`src/rtl/pwe_pkg.sv`:
```
package pwe_pkg;

    localparam logic [2:0] SRC_LIMIT = 3'd3;

    // Input bytes per pixel for each format code; 0 marks an unsupported code.
    function automatic logic [2:0] fmt_to_bpp(input logic [3:0] code);
        case (code)
            4'd1:       return 3'd2;
            4'd2, 4'd3: return 3'd3;
            4'd6, 4'd7: return 3'd4;
            default:    return 3'd0;
        endcase
    endfunction

endpackage

```
`src/rtl/pwe_arm_calc.sv`:
```
module pwe_arm_calc #(
    parameter int CW = 10
) (
    input  logic [CW-1:0]     x0_i,
    input  logic [CW-1:0]     y0_i,
    input  logic [CW-1:0]     x1_i,
    input  logic [CW-1:0]     y1_i,
    input  logic [3:0]        fmt_i,
    input  logic [2:0]        src_i,
    output logic              ok_o,
    output logic [2:0]        bpp_o,
    output logic [2*CW+1:0]   words_o
);
    import pwe_pkg::*;

    localparam int WCW = 2*CW + 2;
    localparam int PW  = 2*CW + 5;

    logic [CW:0]   span_x, span_y;
    logic [PW-1:0] byte_total;

    always_comb begin
        bpp_o      = fmt_to_bpp(fmt_i);
        span_x     = {1'b0, x1_i} - {1'b0, x0_i} + 1'b1;
        span_y     = {1'b0, y1_i} - {1'b0, y0_i} + 1'b1;
        byte_total = PW'(bpp_o) * PW'(span_x) * PW'(span_y);
        words_o    = WCW'(byte_total >> 1);
        ok_o       = (src_i <= SRC_LIMIT) && (bpp_o != 3'd0)
                  && (x1_i >= x0_i) && (y1_i >= y0_i);
    end

endmodule

```
`src/rtl/pwe_walker.sv`:
```
module pwe_walker #(
    parameter int CW      = 10,
    parameter int OUT_BPP = 4
) (
    input  logic                   clk,
    input  logic                   rst_n,
    input  logic                   src_wr_i,
    input  logic                   data_wr_i,
    input  logic                   arm_ok_i,
    input  logic [2:0]             arm_bpp_i,
    input  logic [2*CW+1:0]        arm_words_i,
    input  logic [CW-1:0]          x0_i,
    input  logic [CW-1:0]          y0_i,
    input  logic [CW-1:0]          x1_i,
    input  logic [CW-1:0]          y1_i,
    input  logic [1:0]             rot_sel_i,
    input  logic [CW:0]            panel_w_i,
    output logic                   pix_we_o,
    output logic [2*CW+1+$clog2(OUT_BPP):0] pix_addr_o,
    output logic                   done_o,
    output logic                   busy_o,
    output logic                   rot_o,
    output logic                   commit_o,
    output logic [CW-1:0]          cm_x0_o,
    output logic [CW-1:0]          cm_y0_o,
    output logic [CW:0]            cm_x1e_o,
    output logic [CW:0]            cm_y1e_o
);
    localparam int WCW = 2*CW + 2;
    localparam int AW  = 2*CW + 2 + $clog2(OUT_BPP);

    typedef struct packed {
        logic           active;
        logic [WCW-1:0] words;
        logic [CW-1:0]  cx;
        logic [CW-1:0]  cy;
        logic [CW-1:0]  x0;
        logic [CW-1:0]  x1;
        logic [CW-1:0]  y0;
        logic [CW-1:0]  y1;
        logic [2:0]     bpp;
        logic [2:0]     resid;
        logic           rot;
        logic           pix_we;
        logic [AW-1:0]  pix_addr;
        logic           done;
    } walk_t;

    walk_t cur_s, st_d, st_q;
    logic  arm_try, commit_s;
    logic [2:0]    byte_sum;
    logic [AW-1:0] lin_idx;

    always_comb begin
        cur_s        = st_q;
        cur_s.pix_we = 1'b0;
        cur_s.done   = 1'b0;
        commit_s     = 1'b0;
        byte_sum     = '0;
        lin_idx      = '0;

        // Arming stage: strobe always retries, a word retries only when idle.
        arm_try = src_wr_i || (data_wr_i && !st_q.active);
        if (arm_try && arm_ok_i) begin
            cur_s.active = 1'b1;
            cur_s.words  = arm_words_i;
            cur_s.cx     = x0_i;
            cur_s.cy     = y0_i;
            cur_s.x0     = x0_i;
            cur_s.x1     = x1_i;
            cur_s.y0     = y0_i;
            cur_s.y1     = y1_i;
            cur_s.bpp    = arm_bpp_i;
            cur_s.resid  = 3'd0;
            cur_s.rot    = |rot_sel_i;
        end

        // Word stage: accumulate bytes, emit a pixel when one is complete.
        st_d = cur_s;
        if (data_wr_i && cur_s.active) begin
            byte_sum = cur_s.resid + 3'd2;
            if (byte_sum >= cur_s.bpp) begin
                lin_idx       = AW'(cur_s.cy) * AW'(panel_w_i) + AW'(cur_s.cx);
                st_d.pix_we   = 1'b1;
                st_d.pix_addr = lin_idx * AW'(OUT_BPP);
                st_d.resid    = byte_sum - cur_s.bpp;
                if (cur_s.cx == cur_s.x1) begin
                    st_d.cx = cur_s.x0;
                    st_d.cy = cur_s.cy + 1'b1;
                end else begin
                    st_d.cx = cur_s.cx + 1'b1;
                end
            end else begin
                st_d.resid = byte_sum;
            end
            st_d.words = cur_s.words - 1'b1;
            if (cur_s.words == WCW'(1)) begin
                st_d.active = 1'b0;
                st_d.done   = 1'b1;
                commit_s    = 1'b1;
            end
        end
    end

    always_ff @(posedge clk) begin
        if (!rst_n) begin
            st_q <= '0;
        end else begin
            st_q <= st_d;
        end
    end

    assign pix_we_o   = st_q.pix_we;
    assign pix_addr_o = st_q.pix_addr;
    assign done_o     = st_q.done;
    assign busy_o     = st_q.active;
    assign rot_o      = st_q.rot;
    assign commit_o   = commit_s;
    assign cm_x0_o    = cur_s.x0;
    assign cm_y0_o    = cur_s.y0;
    assign cm_x1e_o   = {1'b0, cur_s.x1} + 1'b1;
    assign cm_y1e_o   = {1'b0, cur_s.y1} + 1'b1;

    // a pending transfer always has words left to receive
    p_active_words_r4: assert property (@(posedge clk) disable iff (!rst_n)
        st_q.active |-> (st_q.words != '0));

    // the pixel cursor stays inside the window columns
    p_cursor_in_window_r6: assert property (@(posedge clk) disable iff (!rst_n)
        st_q.active |-> (st_q.cx >= st_q.x0 && st_q.cx <= st_q.x1));

    // the rotate flag does not change while a transfer runs without re-arming
    p_rot_held_r10: assert property (@(posedge clk) disable iff (!rst_n)
        (st_q.active && !src_wr_i) |=> $stable(rot_o));

endmodule

```
`src/rtl/pwe_dirty_box.sv`:
```
module pwe_dirty_box #(
    parameter int CW = 10
) (
    input  logic          clk,
    input  logic          rst_n,
    input  logic [CW:0]   panel_w_i,
    input  logic [CW:0]   panel_h_i,
    input  logic          refresh_i,
    input  logic          commit_i,
    input  logic [CW-1:0] x0_i,
    input  logic [CW-1:0] y0_i,
    input  logic [CW:0]   x1e_i,
    input  logic [CW:0]   y1e_i,
    output logic [CW:0]   min_x_o,
    output logic [CW:0]   min_y_o,
    output logic [CW:0]   max_x_o,
    output logic [CW:0]   max_y_o,
    output logic          valid_o
);
    typedef struct packed {
        logic [CW:0] min_x;
        logic [CW:0] min_y;
        logic [CW:0] max_x;
        logic [CW:0] max_y;
    } box_t;

    box_t box_d, box_q, empty_s;

    always_comb begin
        empty_s = '{min_x: panel_w_i, min_y: panel_h_i, max_x: '0, max_y: '0};
        box_d   = box_q;
        if (refresh_i) begin
            box_d = empty_s;
        end
        if (commit_i) begin
            if ({1'b0, x0_i} < box_d.min_x) box_d.min_x = {1'b0, x0_i};
            if ({1'b0, y0_i} < box_d.min_y) box_d.min_y = {1'b0, y0_i};
            if (x1e_i > box_d.max_x)        box_d.max_x = x1e_i;
            if (y1e_i > box_d.max_y)        box_d.max_y = y1e_i;
        end
    end

    always_ff @(posedge clk) begin
        if (!rst_n) begin
            box_q <= '{min_x: panel_w_i, min_y: panel_h_i, max_x: '0, max_y: '0};
        end else begin
            box_q <= box_d;
        end
    end

    assign min_x_o = box_q.min_x;
    assign min_y_o = box_q.min_y;
    assign max_x_o = box_q.max_x;
    assign max_y_o = box_q.max_y;
    assign valid_o = box_q.max_x > box_q.min_x;

    // after a commit the box covers the committed window
    p_commit_covered_r8: assert property (@(posedge clk) disable iff (!rst_n)
        commit_i |=> (min_x_o <= {1'b0, $past(x0_i)} && min_y_o <= {1'b0, $past(y0_i)}
                      && max_x_o >= $past(x1e_i) && max_y_o >= $past(y1e_i)));

    // a refresh with no commit leaves nothing to redraw
    p_refresh_empty_r9: assert property (@(posedge clk) disable iff (!rst_n)
        (refresh_i && !commit_i) |=> (!valid_o && max_y_o == '0));

endmodule

```
`src/rtl/pix_window_engine.sv`:
```
module pix_window_engine #(
    parameter int CW      = 10,
    parameter int OUT_BPP = 4
) (
    input  logic          clk,
    input  logic          rst_n,
    input  logic [CW-1:0] win_x0,
    input  logic [CW-1:0] win_y0,
    input  logic [CW-1:0] win_x1,
    input  logic [CW-1:0] win_y1,
    input  logic [3:0]    fmt_code,
    input  logic [2:0]    src_sel,
    input  logic [1:0]    rot_sel,
    input  logic [CW:0]   panel_w,
    input  logic [CW:0]   panel_h,
    input  logic          src_wr,
    input  logic          data_wr,
    input  logic          refresh,
    output logic          pix_we,
    output logic [2*CW+1+$clog2(OUT_BPP):0] pix_addr,
    output logic          xfer_done,
    output logic          xfer_busy,
    output logic          xfer_rot,
    output logic [CW:0]   dirty_min_x,
    output logic [CW:0]   dirty_min_y,
    output logic [CW:0]   dirty_max_x,
    output logic [CW:0]   dirty_max_y,
    output logic          dirty_valid
);
    localparam int WCW = 2*CW + 2;

    logic           arm_ok;
    logic [2:0]     arm_bpp;
    logic [WCW-1:0] arm_words;
    logic           commit;
    logic [CW-1:0]  cm_x0, cm_y0;
    logic [CW:0]    cm_x1e, cm_y1e;

    pwe_arm_calc #(.CW(CW)) u_calc (
        .x0_i    (win_x0),
        .y0_i    (win_y0),
        .x1_i    (win_x1),
        .y1_i    (win_y1),
        .fmt_i   (fmt_code),
        .src_i   (src_sel),
        .ok_o    (arm_ok),
        .bpp_o   (arm_bpp),
        .words_o (arm_words)
    );

    pwe_walker #(.CW(CW), .OUT_BPP(OUT_BPP)) u_walk (
        .clk         (clk),
        .rst_n       (rst_n),
        .src_wr_i    (src_wr),
        .data_wr_i   (data_wr),
        .arm_ok_i    (arm_ok),
        .arm_bpp_i   (arm_bpp),
        .arm_words_i (arm_words),
        .x0_i        (win_x0),
        .y0_i        (win_y0),
        .x1_i        (win_x1),
        .y1_i        (win_y1),
        .rot_sel_i   (rot_sel),
        .panel_w_i   (panel_w),
        .pix_we_o    (pix_we),
        .pix_addr_o  (pix_addr),
        .done_o      (xfer_done),
        .busy_o      (xfer_busy),
        .rot_o       (xfer_rot),
        .commit_o    (commit),
        .cm_x0_o     (cm_x0),
        .cm_y0_o     (cm_y0),
        .cm_x1e_o    (cm_x1e),
        .cm_y1e_o    (cm_y1e)
    );

    pwe_dirty_box #(.CW(CW)) u_box (
        .clk       (clk),
        .rst_n     (rst_n),
        .panel_w_i (panel_w),
        .panel_h_i (panel_h),
        .refresh_i (refresh),
        .commit_i  (commit),
        .x0_i      (cm_x0),
        .y0_i      (cm_y0),
        .x1e_i     (cm_x1e),
        .y1e_i     (cm_y1e),
        .min_x_o   (dirty_min_x),
        .min_y_o   (dirty_min_y),
        .max_x_o   (dirty_max_x),
        .max_y_o   (dirty_max_y),
        .valid_o   (dirty_valid)
    );

    // a word refused at arming produces neither a write nor a commit
    p_refused_word_dropped_r5: assert property (@(posedge clk) disable iff (!rst_n)
        (data_wr && !src_wr && !xfer_busy && !arm_ok) |=> (!pix_we && !xfer_done));

    // the commit pulse coincides with the end of the pending state
    p_done_not_busy_r4: assert property (@(posedge clk) disable iff (!rst_n)
        xfer_done |-> !xfer_busy);

    // a refused strobe from idle leaves the block idle
    p_refused_arm_idle_r3: assert property (@(posedge clk) disable iff (!rst_n)
        (src_wr && !arm_ok && !xfer_busy && !data_wr) |=> !xfer_busy);

endmodule

```
`config.mk`:
```
export PLATFORM = sky130hd
export DESIGN_NAME = pix_window_engine
export DESIGN_NICKNAME = d
export VERILOG_FILES = /design/src/rtl/pwe_pkg.sv /design/src/rtl/pwe_arm_calc.sv /design/src/rtl/pwe_walker.sv /design/src/rtl/pwe_dirty_box.sv /design/src/rtl/pix_window_engine.sv
export SDC_FILE = /design/constraint.sdc
export NUM_CORES = 1
export LEC_CHECK = 0
export ABC_CLOCK_PERIOD_IN_PS = 13400
export CORE_MARGIN = 5
export CORE_UTILIZATION = 62
export DETAILED_ROUTE_END_ITERATION = 12
export PLACE_DENSITY = 0.83
export SYNTH_ARGS = -nofsm -noshare
export SYNTH_HDL_FRONTEND = slang
export SYNTH_SLANG_ARGS = --single-unit
export TNS_END_PERCENT = 100
```
`constraint.sdc`:
```
create_clock -name clk -period 13.4 [get_ports clk]
set_input_delay 2.68 -clock clk [delete_from_list [all_inputs] [get_ports clk]]
set_output_delay 2.68 -clock clk [all_outputs]
set_load 0.02 [all_outputs]
```
---- After elaboration in Yosys (flattened, before gate mapping) ----
Cells that the tools add are included.
operators by class
  multiplexer cells ....................... 19
  $lt $le $gt $ge ......................... 9
  $mul .................................... 3
  reductions and logical operators ........ 14
  add/subtract/negate cells ............... 12
  equal/unequal tests ..................... 7
operator list
  kind                     number
  $mux W44                 3
  $mux W90                 1
  $mux W11                 4
  $mux W43                 1
  $gt A11 B11 Y1           3
  $mux W25                 1
  $mul A14 B11 Y23         1
  $add A10 B1 Y11 const B  2
  $add A11 B1 Y11 const B  2
  $add A21 B10 Y22         1
  $eq A22 B1 Y1 const B    1
  $lt A10 B11 Y1           2
  $sub A10 B10 Y11         2
  $sub A22 B1 Y22 const B  1
  $mul A10 B11 Y21         1
  $add A10 B1 Y10 const B  2
  $ge A10 B10 Y1           2
  $mux W10                 2
  $mux W20                 1
  $mul A3 B11 Y14          1
  $eq A10 B10 Y1           1
  $pmux W3 S3              1
  $eq A4 B2 Y1 const B     2
  $eq A4 B3 Y1 const B     2
  other kinds (13)         24
storage, ports and cells
  logic and storage cells ................. 82
  output and inout port bits .............. 73
  bits in registers ....................... 158

---- Depth between registers and ports, before layout ----
Gate-level depths: netlist of run 1.
  depth after elaboration ................. 14
  depth in mapped cells ................... 45

---- Modules after synthesis ----
A second synthesis of run 1 with hierarchy kept.
second synthesis, totals
  cell total of the unflattened synthesis .. 2571
  area, all modules ....................... 20961.4 sq um
by module, submodules not included
  module         seq. area each (sq um)  area each (sq um)  cells each  times used
  pwe_walker     2282.2                  10395.0            1274        1
  pwe_arm_calc   0.0                     7254.5             890         1
  pwe_dirty_box  880.8                   3311.9             407         1

---- Worst setup path after synthesis of run 1 ----
Ideal clock, no wire load.
  path type ............................... input-to-reg
  start point ............................. input port win_x1[3]
  end point ............................... register u_box.box_q, in the netlist u_box.min_x_o[1]
  arrival ................................. 11.787 ns
  slack ................................... 1.534 ns
  cell stages on the path ................. 42
  path through ............................ clkbuf_1 -> inv_1 -> fa_1 -> nor2_1 -> o21ai_0 -> a21oi_1 -> o21ai_0 -> a21oi_1 -> o21ai_0 -> a21oi_1 -> nor2_1 -> xnor2_1 -> nand2b_1 -> fa_1 -> inv_1 -> ha_1 -> clkbuf_1 -> nor4_1 -> (+6 left out) -> fa_1 -> fa_1 -> fa_1 -> inv_1 -> fa_1 -> inv_1 -> ha_1 -> a21o_1 -> a21oi_1 -> nor2_1 -> nor2_1 -> nand3_1 -> a221oi_2 -> xnor3_1 -> mux2_2 -> buf_2 -> o32a_1 -> o211ai_1
between the ends
  word-level cells in the longest chain between the ends .. 10
  elaborated cells on any way between the ends .. 17
  those cells by class .................... add/sub: 2; mul: 2; order compare: 2; eq/ne: 1; mux: 6; reduce/logical: 4
ends and longest elaborated chain
  item                                                            line                                    text
  start: declaration                                              pix_window_engine.sv:9                  input logic [CW-1:0] win_x1,
  $sub A10 B10 Y11 / $ge A10 B10 Y1 (equally long branches)       pwe_arm_calc.sv:24, pwe_arm_calc.sv:29
  $add A11 B1 Y11 / $logic_and A1 B1 Y1 (equally long branches)   pwe_arm_calc.sv:24, pwe_arm_calc.sv:29
  $mul A3 B11 Y14 / $logic_and A1 B1 Y1 (equally long branches)   pwe_arm_calc.sv:26, pwe_arm_calc.sv:29
  $mul A14 B11 Y23 / $logic_and A1 B1 Y1 (equally long branches)  pwe_arm_calc.sv:26, pwe_walker.sv:64
  $mux W90 (*)                                                    pwe_walker.sv:64                        if (arm_try && arm_ok_i) begin
  $eq A22 B1 Y1                                                   pwe_walker.sv:97                        if (cur_s.words == WCW'(1)) begin
  $mux W1                                                         pwe_walker.sv:97
  $mux W1                                                         pwe_walker.sv:80                        if (data_wr_i && cur_s.active) begin
  $mux W44 (*)                                                    pwe_dirty_box.sv:35                     if (commit_i) begin
  $mux W44 (*)                                                    pwe_dirty_box.sv:44                     if (!rst_n) begin
  end signal: assignment                                          pwe_dirty_box.sv:45                     box_q <= '{min_x: panel_w_i, min_y: panel_h_i, max_x: '0, max_y: '0};
  end signal: assignment                                          pwe_dirty_box.sv:47                     box_q <= box_d;
  end: declaration                                                pwe_dirty_box.sv:27                     box_t box_d, box_q, empty_s;
Every way passes the cells marked *; elsewhere a longest branch is shown, timed or not.
A chain may end at the register's enable or synchronous reset.

---- Worst setup path in the final report of run 1 ----
  start point ............................. input port win_x0[1]
  end point ............................... register u_box.box_q, in the netlist u_box.max_y_o[6]
between the ends
  word-level cells in the longest chain between the ends .. 9
  elaborated cells on any way between the ends .. 17
  those cells by class .................... add/sub: 3; mul: 2; order compare: 2; eq/ne: 1; mux: 5; reduce/logical: 4
ends and longest elaborated chain
  item                                                            line                                    text
  start: declaration                                              pix_window_engine.sv:7                  input logic [CW-1:0] win_x0,
  $sub A10 B10 Y11 / $ge A10 B10 Y1 (equally long branches)       pwe_arm_calc.sv:24, pwe_arm_calc.sv:29
  $add A11 B1 Y11 / $logic_and A1 B1 Y1 (equally long branches)   pwe_arm_calc.sv:24, pwe_arm_calc.sv:29
  $mul A3 B11 Y14 / $logic_and A1 B1 Y1 (equally long branches)   pwe_arm_calc.sv:26, pwe_arm_calc.sv:29
  $mul A14 B11 Y23 / $logic_and A1 B1 Y1 (equally long branches)  pwe_arm_calc.sv:26, pwe_walker.sv:64
  $mux W90 (*)                                                    pwe_walker.sv:64
  $eq A22 B1 Y1 / $add A10 B1 Y11 (equally long branches)         pwe_walker.sv:97, pwe_walker.sv:122
  $mux W1 / $gt A11 B11 Y1 (equally long branches)                pwe_walker.sv:97, pwe_dirty_box.sv:39
  $mux W1 / $mux W11 (equally long branches)                      pwe_walker.sv:80, pwe_dirty_box.sv:39
  $mux W44 (*)                                                    pwe_dirty_box.sv:35
Marks and branches as above.

==> flow_summary.ini, run 1 <==
[outcome]
status = finished, final reports clean

[global_route]
grt_pass1_vias = 19200
antenna_found_initial = 1
grt_pass1_wl_microns = 97700
grt-ovfl-total = 0
grt_start_max_net_pins = 74
grt_usage_pct = 31.6

[pwr]
p_int_mw = 1.49
switching_share_pct = 46.7
p_per_area_nw_per_um2 = 120
p_sw_mw = 1.31
p_leak_nw = 11.3
irDropWorstVdd_mv = 0.120
clkPwrFrac_pct = 18.3
power_frac_seq_pct = 17.6
combPwrFrac_pct = 64.1

[timing]
worst_pin_slew_ns = 1.29
fin_skew_ns = 0.0123
max_freq_ghz = 0.0780
slew_headroom_pct = 13.7
fin_crit_ns = 12.82
drv_slew = 0
period_share_pct = 95.7
finalSetupTns_ns = 0
whs_ns = 0.451
rsz0062_at_grt = false
finalHoldViolations = 0
setup_viol = 0
worst_slack_ns = 0.576

[cts]
hold_buffers = 0
cts.sinks = 158
cts_buffers = 17
postCtsSetupBuffers = 0
cts-root-buf = clkbuf_16
cts_tree = yes
clk_pin_slew_ns = 0.07
cts_resized = 0
insertion_delay_ns = 0.44
clockBufferDepth = 2
htree_num_levels = 4

[final_layout]
ff_latch_area_sq_um = 3160
multi_input_area_sq_um = 15900
final_nets = 3176
final_common_cell = inv_1
mostFrequentLayoutCells = inv_1, nand2_1, ha_1
drive_above_1_share_pct = 4.68
fillers = 2573
area_growth_pct = 11.6

[route]
routed-via-count = 18700
drt_wl_total_microns = 59800
via_per_inst = 5.98
wire_per_inst_microns = 19.1
drtPass1Iterations = 5
ant_nets = 0
drt-initial-drc-count = 1443
drcViolationCount = 0

[setup_path]
critPathCaptureType = register
crit_required_ns = 13.75
worst_setup_path_start_kind = input pin
max_stage_delay_ns = 0.57
worstPathMaxFanout = 12
cpMostUsedCell = fa_1
crit_arrival_ns = 13.18
worstSetupPathType = in2reg
cp_slowest_cell = fa_1

[placed_design]
pre_cts_ws_ns = 0.291
port_buffers = 144
dp_hpwl_microns = 47900
gp_congestion = 0.971

[floorplan]
chipHeight_microns = 194
fp.dieW_microns = 194
die_area_sq_um = 37600
core_area_sq_um = 33400
num_rows = 67
ioPinCount = 149
floorplan.initialDensity_pct = 62.7

[synthesis]
ys.flop_type = dfxtp_1
yosysWarningCount = 0
ys_ff_latch = 158
syn_area_per_cell_sq_um = 8.14
ys_async_sr_fraction_pct = 0
ys_seq_area_share_pct = 15.1
ys_types = 97
synth_edf_count = 0
syn_area_sq_um = 21000
syn_inst = 2578

[hold_path]
min_path_type = reg2reg

[flow_run]
max_cap_viol_count = 0
-- final cells by class --
cell class	instances	share of cell area, %
flip-flops and latches	158	13.5
clock inverters	14	0.775
multi-input cells	1951	68.0
diodes	1	0.0107
clock buffers	18	1.83
inverters	340	5.46
well taps	448	2.39
repair buffers	192	7.99
-- synthesized netlist by cell type (all sizes together), types with 44 or more instances --
| library cell | count | area, sq um |
|---|---|---|
| mux2i | 45 | 450 |
| dfxtp | 158 | 3160 |
| nand2 | 333 | 1250 |
| nor3 | 44 | 246 |
| inv | 339 | 1270 |
| xnor2 | 72 | 631 |
| a21o | 45 | 338 |
| xor2 | 50 | 438 |
| o21ai | 61 | 309 |
| fa | 208 | 4160 |
| nor2 | 210 | 798 |
| nand2b | 59 | 369 |
| and2 | 64 | 400 |
| buf | 71 | 422 |
| nand3 | 84 | 425 |
| ha | 232 | 2900 |
| clkbuf | 59 | 221 |
| a21oi | 128 | 641 |
-- critical path, delay by kind of cell --
family          cells  cell delay (ns)
compound gates      8             1.92
xor+xnor            2             0.84
fa+ha+maj          11             4.82
buf+inv            10             1.64
simple gates        8             1.23
-- worst paths after layout --
kind | from | end | slack (ns) | cells after the start
worst min register to register | u_walk.pix_addr_o[21] | u_walk.pix_addr_o[21] | 0.45 | 2
worst max-delay path | win_x0[1] | u_box.max_y_o[6] | 0.58 | 39
worst max register to register | u_walk.busy_o | u_walk.pix_addr_o[23] | 4.79 | 24
worst min-delay path | u_walk.pix_addr_o[21] | u_walk.pix_addr_o[21] | 0.45 | 2
-- power groups by stage --
stage               Clock, mW  Combinational (mW)  Sequential [mW]
floorplan                   0                1.31            0.508
global placement            0                1.71            0.503
detailed placement          0                1.76            0.503
CTS                     0.518                1.78            0.493
global route            0.539                2.01            0.495
finish                  0.513                1.80            0.493
-- flip-flops by register name, indices dropped and copies added (netlist names) --
register	count
u_walk.st_q	88
u_walk.busy_o	1
u_box.max_x_o	11
u_walk.pix_we_o	1
u_box.min_x_o	11
u_walk.pix_addr_o	22
u_walk.done_o	1
u_box.max_y_o	11
u_walk.rot_o	1
u_box.min_y_o	11
-- metrics by stage --
step,instance area [sq um],cells,total power [mW],util [%]
3_3_place_gp,22800,3089,2.21,68.2
5_1_grt,23400,3122,3.04,70.0
3_5_place_dp,22800,3089,2.26,68.2
4_1_cts,23400,3121,2.79,70.0
2_1_floorplan,21000,2579,1.82,-
6_report,23400,3122,2.81,70.0
-- layer usage --
metal  global-route usage, %  wire [microns]  part of all wire (%)  vias up
li1                        -               -                     -     8662
met1                    39.7           23300                    39     9003
met2                    53.8           28700                    48      831
met3                    5.25            4870                   8.1      177
met4                    14.2            2920                   4.9        0
met5                       0               0                     0        -
-- cells by family (layout without fill, tap and decap cells) --
kind of cell | Yosys count | count (layout) | synth area share [%]
and+or+nand+nor | 913 | 913 | 20.6
buffers and inverters | 470 | 564 | 9.15
adders and majority gates | 440 | 440 | 33.7
AOI/OAI and AO/OA | 423 | 423 | 13.8
DFF | 158 | 158 | 15.1
xor gates and xnor gates | 123 | 123 | 5.20
muxes | 50 | 50 | 2.42
other | 1 | 3 | 0.0179
No activity file was read; power rests on OpenSTA's default activity.
==> run 2, diff against run 1 <==
- CORE_MARGIN: 5 -> unset
- SKIP_CTS_REPAIR_TIMING: unset -> 1
==> run 2 against run 1 <==
Compared with the run above: clock-buffer cell count is 5 higher; largest cell class unchanged; flip-flop and latch count unchanged; utilization rose by 1.1 points; fmax increased by 0.86%.
==> flow_summary.ini, run 2 (synthesis gave the netlist of run 1 again) <==
[outcome]
status = finished, final reports clean

[cts]
clk_pin_slew_ns = 0.06
insertion_delay_ns = 0.44
cts_buffers = 17
htree_num_levels = 4
cts-root-buf = clkbuf_16
cts_tree = yes
clockBufferDepth = 2
cts.sinks = 158

[timing]
fin_crit_ns = 12.71
finalHoldViolations = 0
drv_slew = 0
whs_ns = 0.452
period_share_pct = 94.9
worst_pin_slew_ns = 1.34
max_freq_ghz = 0.0787
finalSetupTns_ns = 0
slew_headroom_pct = 9.97
rsz0062_at_grt = false
setup_viol = 0
fin_skew_ns = 0.0108

[final_layout]
area_growth_pct = 11.6
final_nets = 3176
drive_above_1_share_pct = 4.71
max_flop_register = u_walk.st_q
largest_reg_flops = 88
final_common_cell = inv_1
diodes = 0
mostFrequentLayoutCells = inv_1, nand2_1, ha_1

[global_route]
grt-ovfl-total = 0
grt_pass1_wl_microns = 92600
grt_start_max_net_pins = 93
grt_pass1_vias = 18600
antenna_found_initial = 0
grt_usage_pct = 34.5

[route]
drcViolationCount = 0
wire_per_inst_microns = 18.8
drt-initial-drc-count = 1265
drt_wl_total_microns = 58700
drtPass1Iterations = 5
ant_nets = 0
routed-via-count = 18600
via_per_inst = 5.98

[floorplan]
fp.dieW_microns = 186
num_rows = 66
core_area_sq_um = 32900
ioPinCount = 149
floorplan.initialDensity_pct = 63.7
die_area_sq_um = 34600
chipHeight_microns = 186

[setup_path]
max_stage_delay_ns = 0.65
crit_required_ns = 13.76
worstSetupPathType = in2reg
cp_slowest_cell = clkdlybuf4s50_1
crit_arrival_ns = 13.07
critPathCaptureType = register
worst_setup_path_start_kind = input pin
worstPathMaxFanout = 21
cpMostUsedCell = fa_1

[flow_run]
max_cap_viol_count = 0

[hold_path]
min_path_type = reg2reg

[pwr]
p_per_area_nw_per_um2 = 120
p_leak_nw = 11.3
irDropWorstVdd_mv = 0.107

[placed_design]
port_buffers = 144
dp_hpwl_microns = 46900
gp_congestion = 0.988
[run 2: layout make-up]
class	count	area, sq um
repair buffers	192	1850
clock inverters	9	131
clock buffers	23	488
inverters	340	1280
flip-flops and latches	158	3160
fillers	2654	9540
multi-input cells	1951	16000
well taps	442	553
[run 2: where the power goes]
part           internal [mW]  switching (mW)
clock                  0.313           0.204
combinational          0.724            1.08
sequential             0.483          0.0107
[run 2: routing by layer]
layer	GRT usage (%)	vias up	wire, microns
li1	-	8643	-
met1	40.9	9012	22500
met2	60.3	803	28900
met3	5.71	167	4520
met4	17.2	0	2730
met5	0	-	0
[run 2: final timing paths]
check | cells after the start | startpoint | endpoint | slack, ns
worst min-delay path | 2 | u_walk.pix_addr_o[15] | u_walk.pix_addr_o[15] | 0.45
worst min register to register | 2 | u_walk.pix_addr_o[15] | u_walk.pix_addr_o[15] | 0.45
worst max-delay path | 38 | win_x1[2] | u_box.min_x_o[0] | 0.69
worst max register to register | 26 | u_walk.busy_o | u_walk.pix_addr_o[23] | 5.07
[run 2: per-stage QoR]
step	setup WS (ns)	cells	power, mW	utilization, %	instance area [sq um]
floorplan	1.53	2579	1.82	-	21000
global placement	0.258	3083	2.23	69.1	22800
detailed placement	0.0527	3083	2.27	69.1	22800
CTS	0.496	3115	2.80	71.0	23400
global route	0.0989	3115	3.06	71.1	23400
finish	0.685	3115	2.82	71.1	23400
[run 2: critical path: cells and delay by family]
kind	cells	cell delay, ns
xor gates and xnor gates	3	1.17
and+or+nand+nor	6	1.03
AOI/OAI and AO/OA	11	2.05
adders and majority gates	10	4.64
buffers and inverters	7	1.11
muxes	1	0.40
==> run 3, diff against run 2 <==
- ABC_CLOCK_PERIOD_IN_PS: 13400 -> unset
==> results of run 3 <==
No change in the layout: final DEF, timing and power equal those of run 2.
